### config.mk
export PLATFORM = sky130hd
export DESIGN_NAME = pwrup_cmd_gate
export DESIGN_NICKNAME = d
export VERILOG_FILES = /design/src/rtl/pcg_pkg.sv /design/src/rtl/pcg_sync.sv /design/src/rtl/pcg_delay.sv /design/src/rtl/pcg_cmd_filter.sv /design/src/rtl/pwrup_cmd_gate.sv
export SDC_FILE = /design/constraint.sdc
export NUM_CORES = 1
export LEC_CHECK = 0
export ABC_AREA = 1
export BUFFER_PORTS_ARGS = -buffer_cell sky130_fd_sc_hd__buf_4
export CORE_AREA = 2 2 42 82
export CTS_CLUSTER_DIAMETER = 100
export DETAILED_ROUTE_END_ITERATION = 10
export DIE_AREA = 0 0 44 84
export MAX_ROUTING_LAYER = met4
export PLACE_DENSITY = 0.72
export SYNTH_ARGS = -nofsm -noshare
export SYNTH_HDL_FRONTEND = slang
export SYNTH_SLANG_ARGS = --single-unit
export TNS_END_PERCENT = 5
### constraint.sdc
create_clock -name clk -period 1.5 [get_ports clk]
set_clock_uncertainty 0.1 [all_clocks]
set_input_delay 0.15 -clock clk [delete_from_list [all_inputs] [get_ports clk]]
set_output_delay 0.15 -clock clk [all_outputs]
set_load 0.005 [all_outputs]
### src/rtl/pcg_pkg.sv
package pcg_pkg;

  localparam logic [7:0] OP_WREN    = 8'h06;
  localparam logic [7:0] OP_WRDI    = 8'h04;
  localparam logic [7:0] OP_DPD     = 8'hB9;
  localparam logic [7:0] OP_RELEASE = 8'hAB;

  // write-class membership: opcodes that arm, program, erase or lock
  function automatic logic is_write_op(input logic [7:0] op);
    case (op)
      8'h06, 8'h0A, 8'h02, 8'hDB, 8'hD8, 8'hC7, 8'hE5: return 1'b1;
      default:                                           return 1'b0;
    endcase
  endfunction

  // counter width able to hold 0..limit
  function automatic int cnt_bits(input int limit);
    return (limit < 1) ? 1 : $clog2(limit + 1);
  endfunction

endpackage

### src/rtl/pcg_sync.sv
module pcg_sync #(
  parameter int WIDTH = 2
) (
  input  logic             clk,
  input  logic             rst_n,
  input  logic [WIDTH-1:0] async_i,
  output logic [WIDTH-1:0] sync_o
);
  logic [WIDTH-1:0] stage1;

  always_ff @(posedge clk or negedge rst_n) begin
    if (!rst_n) begin
      stage1 <= '0;
      sync_o <= '0;
    end else begin
      stage1 <= async_i;
      sync_o <= stage1;
    end
  end
endmodule

### src/rtl/pcg_delay.sv
module pcg_delay #(
  parameter int LIMIT = 16
) (
  input  logic clk,
  input  logic rst_n,
  input  logic run_i,
  output logic done_o
);
  localparam int W = pcg_pkg::cnt_bits(LIMIT);
  localparam logic [W-1:0] LIM = W'(LIMIT);

  logic [W-1:0] cnt;

  always_ff @(posedge clk or negedge rst_n) begin
    if (!rst_n)           cnt <= '0;
    else if (!run_i)      cnt <= '0;
    else if (cnt != LIM)  cnt <= cnt + 1'b1;
  end

  assign done_o = (cnt == LIM);
endmodule

### src/rtl/pcg_cmd_filter.sv
module pcg_cmd_filter (
  input  logic       clk,
  input  logic       rst_n,
  input  logic       hold_i,
  input  logic       rd_open_i,
  input  logic       wr_open_i,
  input  logic       op_valid_i,
  input  logic [7:0] op_code_i,
  output logic       is_write_o,
  output logic       take_o,
  output logic       accept_o,
  output logic       ignore_o,
  output logic       wel_o,
  output logic       deep_pd_o
);
  import pcg_pkg::*;

  logic gate_ok;

  always_comb begin
    is_write_o = is_write_op(op_code_i);
    gate_ok    = is_write_o ? wr_open_i : rd_open_i;
    if (deep_pd_o && (op_code_i != OP_RELEASE)) gate_ok = 1'b0;
    take_o     = op_valid_i && gate_ok && !hold_i;
  end

  always_ff @(posedge clk or negedge rst_n) begin
    if (!rst_n) begin
      accept_o  <= 1'b0;
      ignore_o  <= 1'b0;
      wel_o     <= 1'b0;
      deep_pd_o <= 1'b0;
    end else if (hold_i) begin
      accept_o  <= 1'b0;
      ignore_o  <= op_valid_i;
      wel_o     <= 1'b0;
      deep_pd_o <= 1'b0;
    end else begin
      accept_o <= take_o;
      ignore_o <= op_valid_i && !take_o;
      if (take_o) begin
        case (op_code_i)
          OP_WREN:    wel_o     <= 1'b1;
          OP_WRDI:    wel_o     <= 1'b0;
          OP_DPD:     deep_pd_o <= 1'b1;
          OP_RELEASE: deep_pd_o <= 1'b0;
          default:    ;
        endcase
      end
    end
  end
endmodule

### src/rtl/pwrup_cmd_gate.sv
module pwrup_cmd_gate #(
  parameter int WI_CYCLES  = 1000,
  parameter int SEL_CYCLES = 300
) (
  input  logic       clk,
  input  logic       rst_n,
  input  logic       supply_wi_ok_i,
  input  logic       supply_min_ok_i,
  input  logic       op_valid_i,
  input  logic [7:0] op_code_i,
  output logic       op_accept_o,
  output logic       op_ignore_o,
  output logic       rd_open_o,
  output logic       wr_open_o,
  output logic       ready_o,
  output logic       wel_o,
  output logic       deep_pd_o
);
  logic [1:0] sync_bus;
  logic       sync_wi;
  logic       sync_min;
  logic       sel_run;
  logic       wi_done;
  logic       sel_done;
  logic       is_write;
  logic       take;

  pcg_sync #(.WIDTH(2)) u_sync (
    .clk    (clk),
    .rst_n  (rst_n),
    .async_i({supply_min_ok_i, supply_wi_ok_i}),
    .sync_o (sync_bus)
  );

  assign sync_wi  = sync_bus[0];
  assign sync_min = sync_bus[1];
  assign sel_run  = sync_wi && sync_min;

  pcg_delay #(.LIMIT(WI_CYCLES)) u_wi_delay (
    .clk   (clk),
    .rst_n (rst_n),
    .run_i (sync_wi),
    .done_o(wi_done)
  );

  pcg_delay #(.LIMIT(SEL_CYCLES)) u_sel_delay (
    .clk   (clk),
    .rst_n (rst_n),
    .run_i (sel_run),
    .done_o(sel_done)
  );

  assign rd_open_o = sel_run && sel_done;
  assign wr_open_o = rd_open_o && wi_done;
  assign ready_o   = rd_open_o && wr_open_o;

  pcg_cmd_filter u_filter (
    .clk       (clk),
    .rst_n     (rst_n),
    .hold_i    (!sync_wi),
    .rd_open_i (rd_open_o),
    .wr_open_i (wr_open_o),
    .op_valid_i(op_valid_i),
    .op_code_i (op_code_i),
    .is_write_o(is_write),
    .take_o    (take),
    .accept_o  (op_accept_o),
    .ignore_o  (op_ignore_o),
    .wel_o     (wel_o),
    .deep_pd_o (deep_pd_o)
  );
endmodule

* Word-level counts from Yosys, hierarchy flattened *
Cells that the tools add are included.

operators by class
  equality and inequality tests = 20
  muxes and demuxes = 15
  reduce and logical (&&, ||, !) cells = 12
  add/sub/neg operators = 2

operator list
  kind                   number
  $eq 8x8->1 const B     6
  $mux 10                2
  $mux 9                 2
  $eq 8x3->1 const B     2
  $add 10x1->10 const B  1
  $eq 10x10->1 const B   1
  $ne 10x10->1 const B   1
  $add 9x1->9 const B    1
  $eq 9x9->1 const B     1
  $mux 1                 9
  $ne 9x9->1 const B     1
  $eq 8x2->1 const B     1
  $eq 8x4->1 const B     1
  $logic_and 1x1->1      8
  $ne 8x8->1 const B     1
  $reduce_or 7->1        1
  $ne 2x1->1 const B     3
  $ne 3x1->1 const B     2
  $pmux 1 s2             2
  $reduce_and 2->1       2
  $logic_not 1->1        1

word-level totals
  logic and storage cells = 57
  output and inout port bits = 7
  input port bits = 13
  register bits = 27

* Logic depth before layout (Yosys ltp) *
  word-level depth = 10
  gate-level depth with buffers = 12
  gate-level depth less buffers = 12

* Hierarchy *
From an unflattened synthesis, not the netlist that was laid out.

second synthesis, totals
  cells, all modules = 234
  area total of the unflattened synthesis = 1695.4 um^2

by module, submodules not included
  module                   seq. area each (um^2)  cells an instance  area an instance (um^2)  times used
  pcg_delay (u_wi_delay)   250.2                  77                 594.3                    1
  pcg_delay (u_sel_delay)  225.2                  82                 560.5                    1
  pcg_cmd_filter           100.1                  63                 397.9                    1
  pcg_sync                 100.1                  4                  100.1                    1
  pwrup_cmd_gate           0.0                    8                  42.5                     1

* Least setup slack after synthesis *
No wires, ideal clock.

  path type = reg-to-reg
  start point = register u_sel_delay.cnt[0]
  end point = register u_filter.deep_pd_o
  buffers on the path = 0
  required time = 1.283 ns
  stages on the path, launching flop included = 12
  arrival = 1.304 ns
  setup slack = -0.021 ns
  library setup time = 0.117 ns
  clock period less this slack = 1.521 ns
  cells stage by stage = dfrtp_1 -> inv_1 -> ha_1 -> inv_1 -> nor2_4 -> nand4_4 -> nor2_1 -> nand2_1 -> nand2_2 -> nand2_1 -> nand2_1 -> nand2_1

between the ends
  cells in the longest elaborated chain, start to end = 9

RTL lines
  item                                 line                  text
  start: declaration                   pcg_delay.sv:12       logic [W-1:0] cnt;
  start signal: assignment             pcg_delay.sv:17       else if (cnt != LIM) cnt <= cnt + 1'b1;
  $eq 9x9->1 *                         pcg_delay.sv:20       assign done_o = (cnt == LIM);
  $logic_and 1x1->1 *                  pwrup_cmd_gate.sv:53  assign rd_open_o = sel_run && sel_done;
  $logic_and 1x1->1                    pwrup_cmd_gate.sv:54  assign wr_open_o = rd_open_o && wi_done;
  $mux 1 *                             pcg_cmd_filter.sv:22  gate_ok = is_write_o ? wr_open_i : rd_open_i;
  $mux 1 *                             pcg_cmd_filter.sv:23  if (deep_pd_o && (op_code_i != OP_RELEASE)) gate_ok = 1'b0;
  $logic_and 1x1->1 * (2 in series)    pcg_cmd_filter.sv:24  take_o = op_valid_i && gate_ok && !hold_i;
  $ne 2x1->1 (no source line) *        --
  $reduce_and 2->1 (no source line) *  --
  end signal: assignment               pcg_cmd_filter.sv:32  deep_pd_o <= 1'b0;
  end signal: assignment               pcg_cmd_filter.sv:37  deep_pd_o <= 1'b0;
  end signal: assignment               pcg_cmd_filter.sv:45  OP_DPD: deep_pd_o <= 1'b1;
  end: declaration                     pcg_cmd_filter.sv:14  output logic deep_pd_o

Mark *: on every way between the ends. The rest lies on a longest branch, timed or not.
A chain may end at the register's enable or synchronous reset.

* Worst setup path after layout *
  start point = register u_sel_delay.cnt[1]
  end point = output port ready_o

between the ends
  cells in the longest elaborated chain, start to end = 4

RTL lines
  item                 line                  text
  $eq 9x9->1 *         pcg_delay.sv:20
  $logic_and 1x1->1 *  pwrup_cmd_gate.sv:53
  $logic_and 1x1->1    pwrup_cmd_gate.sv:54
  $logic_and 1x1->1 *  pwrup_cmd_gate.sv:55  assign ready_o = rd_open_o && wr_open_o;
  end: declaration     pwrup_cmd_gate.sv:15  output logic ready_o,

Marks and branches as above.

==> summary.md <==
| Metric | Value |
|---|---|
| CP endpoint kind | output port |
| Synth Instances | 196 |
| Final worst setup slack | -0.242 ns |
| Design area | 0.00203 mm^2 |
| ANT cells | 0 |
| Final ANT Viol Nets | 0 |
| Status | finished, violations left |
| Routed wire length | 3480 um |
| FF-to-FF Start | u_wi_delay.cnt[0] |
| # IOs | 20 |
| Sequential area share after synthesis | 45.3% |
| Tmin final | 1.74 ns |
| # setup viols final | 7 |
| Max-cap violations | 0 |
| Final GP Congestion | 0.873 |
| CP delay by family, top | flip-flops |
| Seq. cell area | 676 um^2 |
| Worst skew pair latency | 0.27 ns |
| Post-synthesis cell type count | 22 |
| Slew HR | 77.4% |
| Layout filler cell count | 261 |
| Fin. Hold Viols | 0 |
| Reg2Reg Setup Slack | -0.12 ns |
| Post-synth top area share | 45.3% |
| CP max FO | 3 |
| Mapped Nets | 213 |
| Mapped Area | 0.00149 mm^2 |
| Area grow syn2layout | 35.9% |
| Worst Reg2Reg Path Length in Cells | 11 |
| Non-filler instance count after layout | 278 |
| Total Routing Usage GR | 21.8% |
| Unrepaired setup endpoints after global routing | true |
| Via density | 5.14 |
| Chip Width | 44 um |
| GRT overflow | 0 |
| Pre-Repair DR Iteration Count | 6 |
| First-pass GRT wire length | 5870 um |
| Port bufs | 19 |
| Total core area | 0.00312 mm^2 |
| Layout cell share with drive strength beyond 1 | 32.8% |
| DRC violations left | 0 |
| Area of the multi-input gates | 763 um^2 |
| Critical path required time | 1.25 ns |
| Clock Pin Slew Worst Setup and Hold Paths | 0.10 ns |
| Max incr delay on CP | 0.40 ns |
| Root buf cell | clkbuf_8 |
| Via count | 1428 |
| Starting Density | 47.8% |
| Synth warnings | 0 |
| Pwr Density | 679 mW/mm^2 |
| Drt wl/cell | 12.5 um |
| Area leader, netlist | dfrtp_1 |
| Clk buf depth | 2 |
| Crit share post-route | 116% |
| Pin count of the biggest net entering global routing | 28 |
| Die Span Y | 84 um |
| Antenna violations before repair | 0 |
| DRT iter0 DRCs | 20 |
| Seq cells post-synth | 27 |
| Vias in the first global route | 1422 |
| Avg Cell Area, Syn | 7.60 um^2 |
| Die area | 0.00370 mm^2 |
| Cell Chain, Critical Path | inv_2 -> ha_1 -> inv_1 -> nor2_4 -> nand4_4 -> buf_6 -> nor2_2 -> buf_4 |
| Hold EP | u_filter.ignore_o |
| Failing checks | negative setup slack |
| FP Rows | 29 |
| Worst VDD drop | 0.586 mV |
| CTS tree | done |
| Total power draw | 0.00138 W |
| Lkg Pwr | 1.04 nW |
| Startpoint Class | flip-flop |
| HP Start | op_valid_i |
| Min-Delay Path Class | input port to flip-flop |
| Slew Viols, Final | 0 |
| TritonCTS Buffers | 3 |
| H-tree Lvls | 1 |
| Fmax | 574 MHz |
| Arr. time, crit path | 1.49 ns |
| Placed Area | 0.00180 mm^2 |
| Total clock sinks | 27 |
| Buf/Inv on CP | 4 |
| Slew @ Worst Pin | 0.339 ns |
| Reg-to-reg critical path endpoint | u_filter.deep_pd_o |
| Crit-path slowest cell | dfrtp_1 |
| Post-placement cell count | 263 |
| Hold Path Depth | 3 |
| WS Path Type | flip-flop to output port |
| Nets | 265 |
| Synth top area cells | dfrtp_1 (45%), nand2_1 (11%), inv_1 (7.8%) |
| DP HPWL | 2660 um |
## per-stage QoR
stage               setup WS [ns]  utilization, %  hold WS, ns  TNS, ns
finish                     -0.242            64.9      0.00597   -0.978
detailed placement        -0.0564            57.5      -0.0114   -0.177
global route               -0.323            64.9       0.0205    -2.39
floorplan                0.000986               -       -0.246        0
global placement          -0.0397            57.5      -0.0198  -0.0907
CTS                        -0.271            62.0      0.00980   -0.844
## cells in the mapped netlist
| cell type | number |
|---|---|
| a211oi_1 | 2 |
| nor3_1 | 8 |
| nand2_1 | 45 |
| buf_6 | 1 |
| nor3b_1 | 1 |
| nor2_4 | 2 |
| nand2_2 | 3 |
| o21ai_0 | 9 |
| nor2_2 | 1 |
| inv_1 | 31 |
| a31oi_1 | 1 |
| xor2_1 | 3 |
| nand4_1 | 2 |
| nand2_4 | 1 |
| nand3_1 | 13 |
| inv_2 | 1 |
| nor2_1 | 28 |
| ha_1 | 4 |
| nand4_4 | 1 |
| dfrtp_1 | 27 |
| a21oi_1 | 11 |
| and2_1 | 1 |
## layout by cell type, fill, tap and decap left out, drive strengths merged, types with 2 or more instances in the layout
cell          n
nand3        13
inv          32
nand2        49
a21oi        11
clkbuf        3
buf          45
dlygate4sd3   3
dfrtp        27
nor2         31
a211oi        2
nand4         3
nor3          8
o21ai         9
xor2          3
ha            4
## worst max path at each step
stage / from / to / cells after the start
2_1_floorplan: u_sel_delay.cnt[0] / u_filter.deep_pd_o / 11
3_3_place_gp: u_sel_delay.cnt[1] / u_filter.wel_o / 11
3_5_place_dp: u_sel_delay.cnt[1] / u_filter.deep_pd_o / 11
4_1_cts: u_wi_delay.cnt[1] / ready_o / 7
5_1_grt: u_wi_delay.cnt[0] / ready_o / 7
6_report: u_sel_delay.cnt[1] / ready_o / 8
## tightest hold or removal path: stages
cell and delay (ns):
buf_4 0.11, inv_1 0.05, nor2_1 0.04
## repair_timing
action                     CTS  global route
pin swaps                    5             3
gates resized for setup     10            22
hold endpoints to repair    29             0
hold buffers                 3             0
setup endpoints to repair    9            21
buffers inserted             5             3
## power by group
group	leakage [nW]	internal, W	total [W]	switching, W
Combinational	0.652	0.0000970	0.000200	0.000103
Sequential	0.359	0.000750	0.000764	0.0000138
Clock	0.0255	0.000186	0.000412	0.000226
## layer usage
layer  wire length (um)  GRT usage [%]  part of all wire, %  vias up
met4                163           14.3                  4.7        0
li1                   -              -                    -      720
met2               2050           37.8                   59       33
met1               1200           21.4                   35      661
met5                  0              -                    0        -
met3                 72           2.38                  2.1       14
## cells by family after synthesis
| kind of cell | Yosys count | synth area share, % |
|---|---|---|
| adders and majority gates | 4 | 3.36 |
| AOI/OAI and AO/OA | 23 | 8.14 |
| DFF | 27 | 45.3 |
| buffers and inverters | 33 | 8.82 |
| and+or+nand+nor | 106 | 32.6 |
| xor gates and xnor gates | 3 | 1.76 |
## sequential cells by signal (all words and copies together), names as in the netlist
signal / cells
u_wi_delay.cnt: 10
u_filter.ignore_o: 1
u_filter.deep_pd_o: 1
u_sync.sync_o: 2
u_filter.accept_o: 1
u_filter.wel_o: 1
u_sync.stage1: 2
u_sel_delay.cnt: 9
## area by class of cell
cell class / count / area share (%)
clock buffers: 3 / 2.04
clock inverters: 1 / 0.247
inverters: 32 / 6.05
multi-input cells: 136 / 37.7
flip-flops and latches: 27 / 33.4
well taps: 31 / 1.91
repair buffers: 48 / 18.7
No activity file was read; power rests on OpenSTA's default activity.
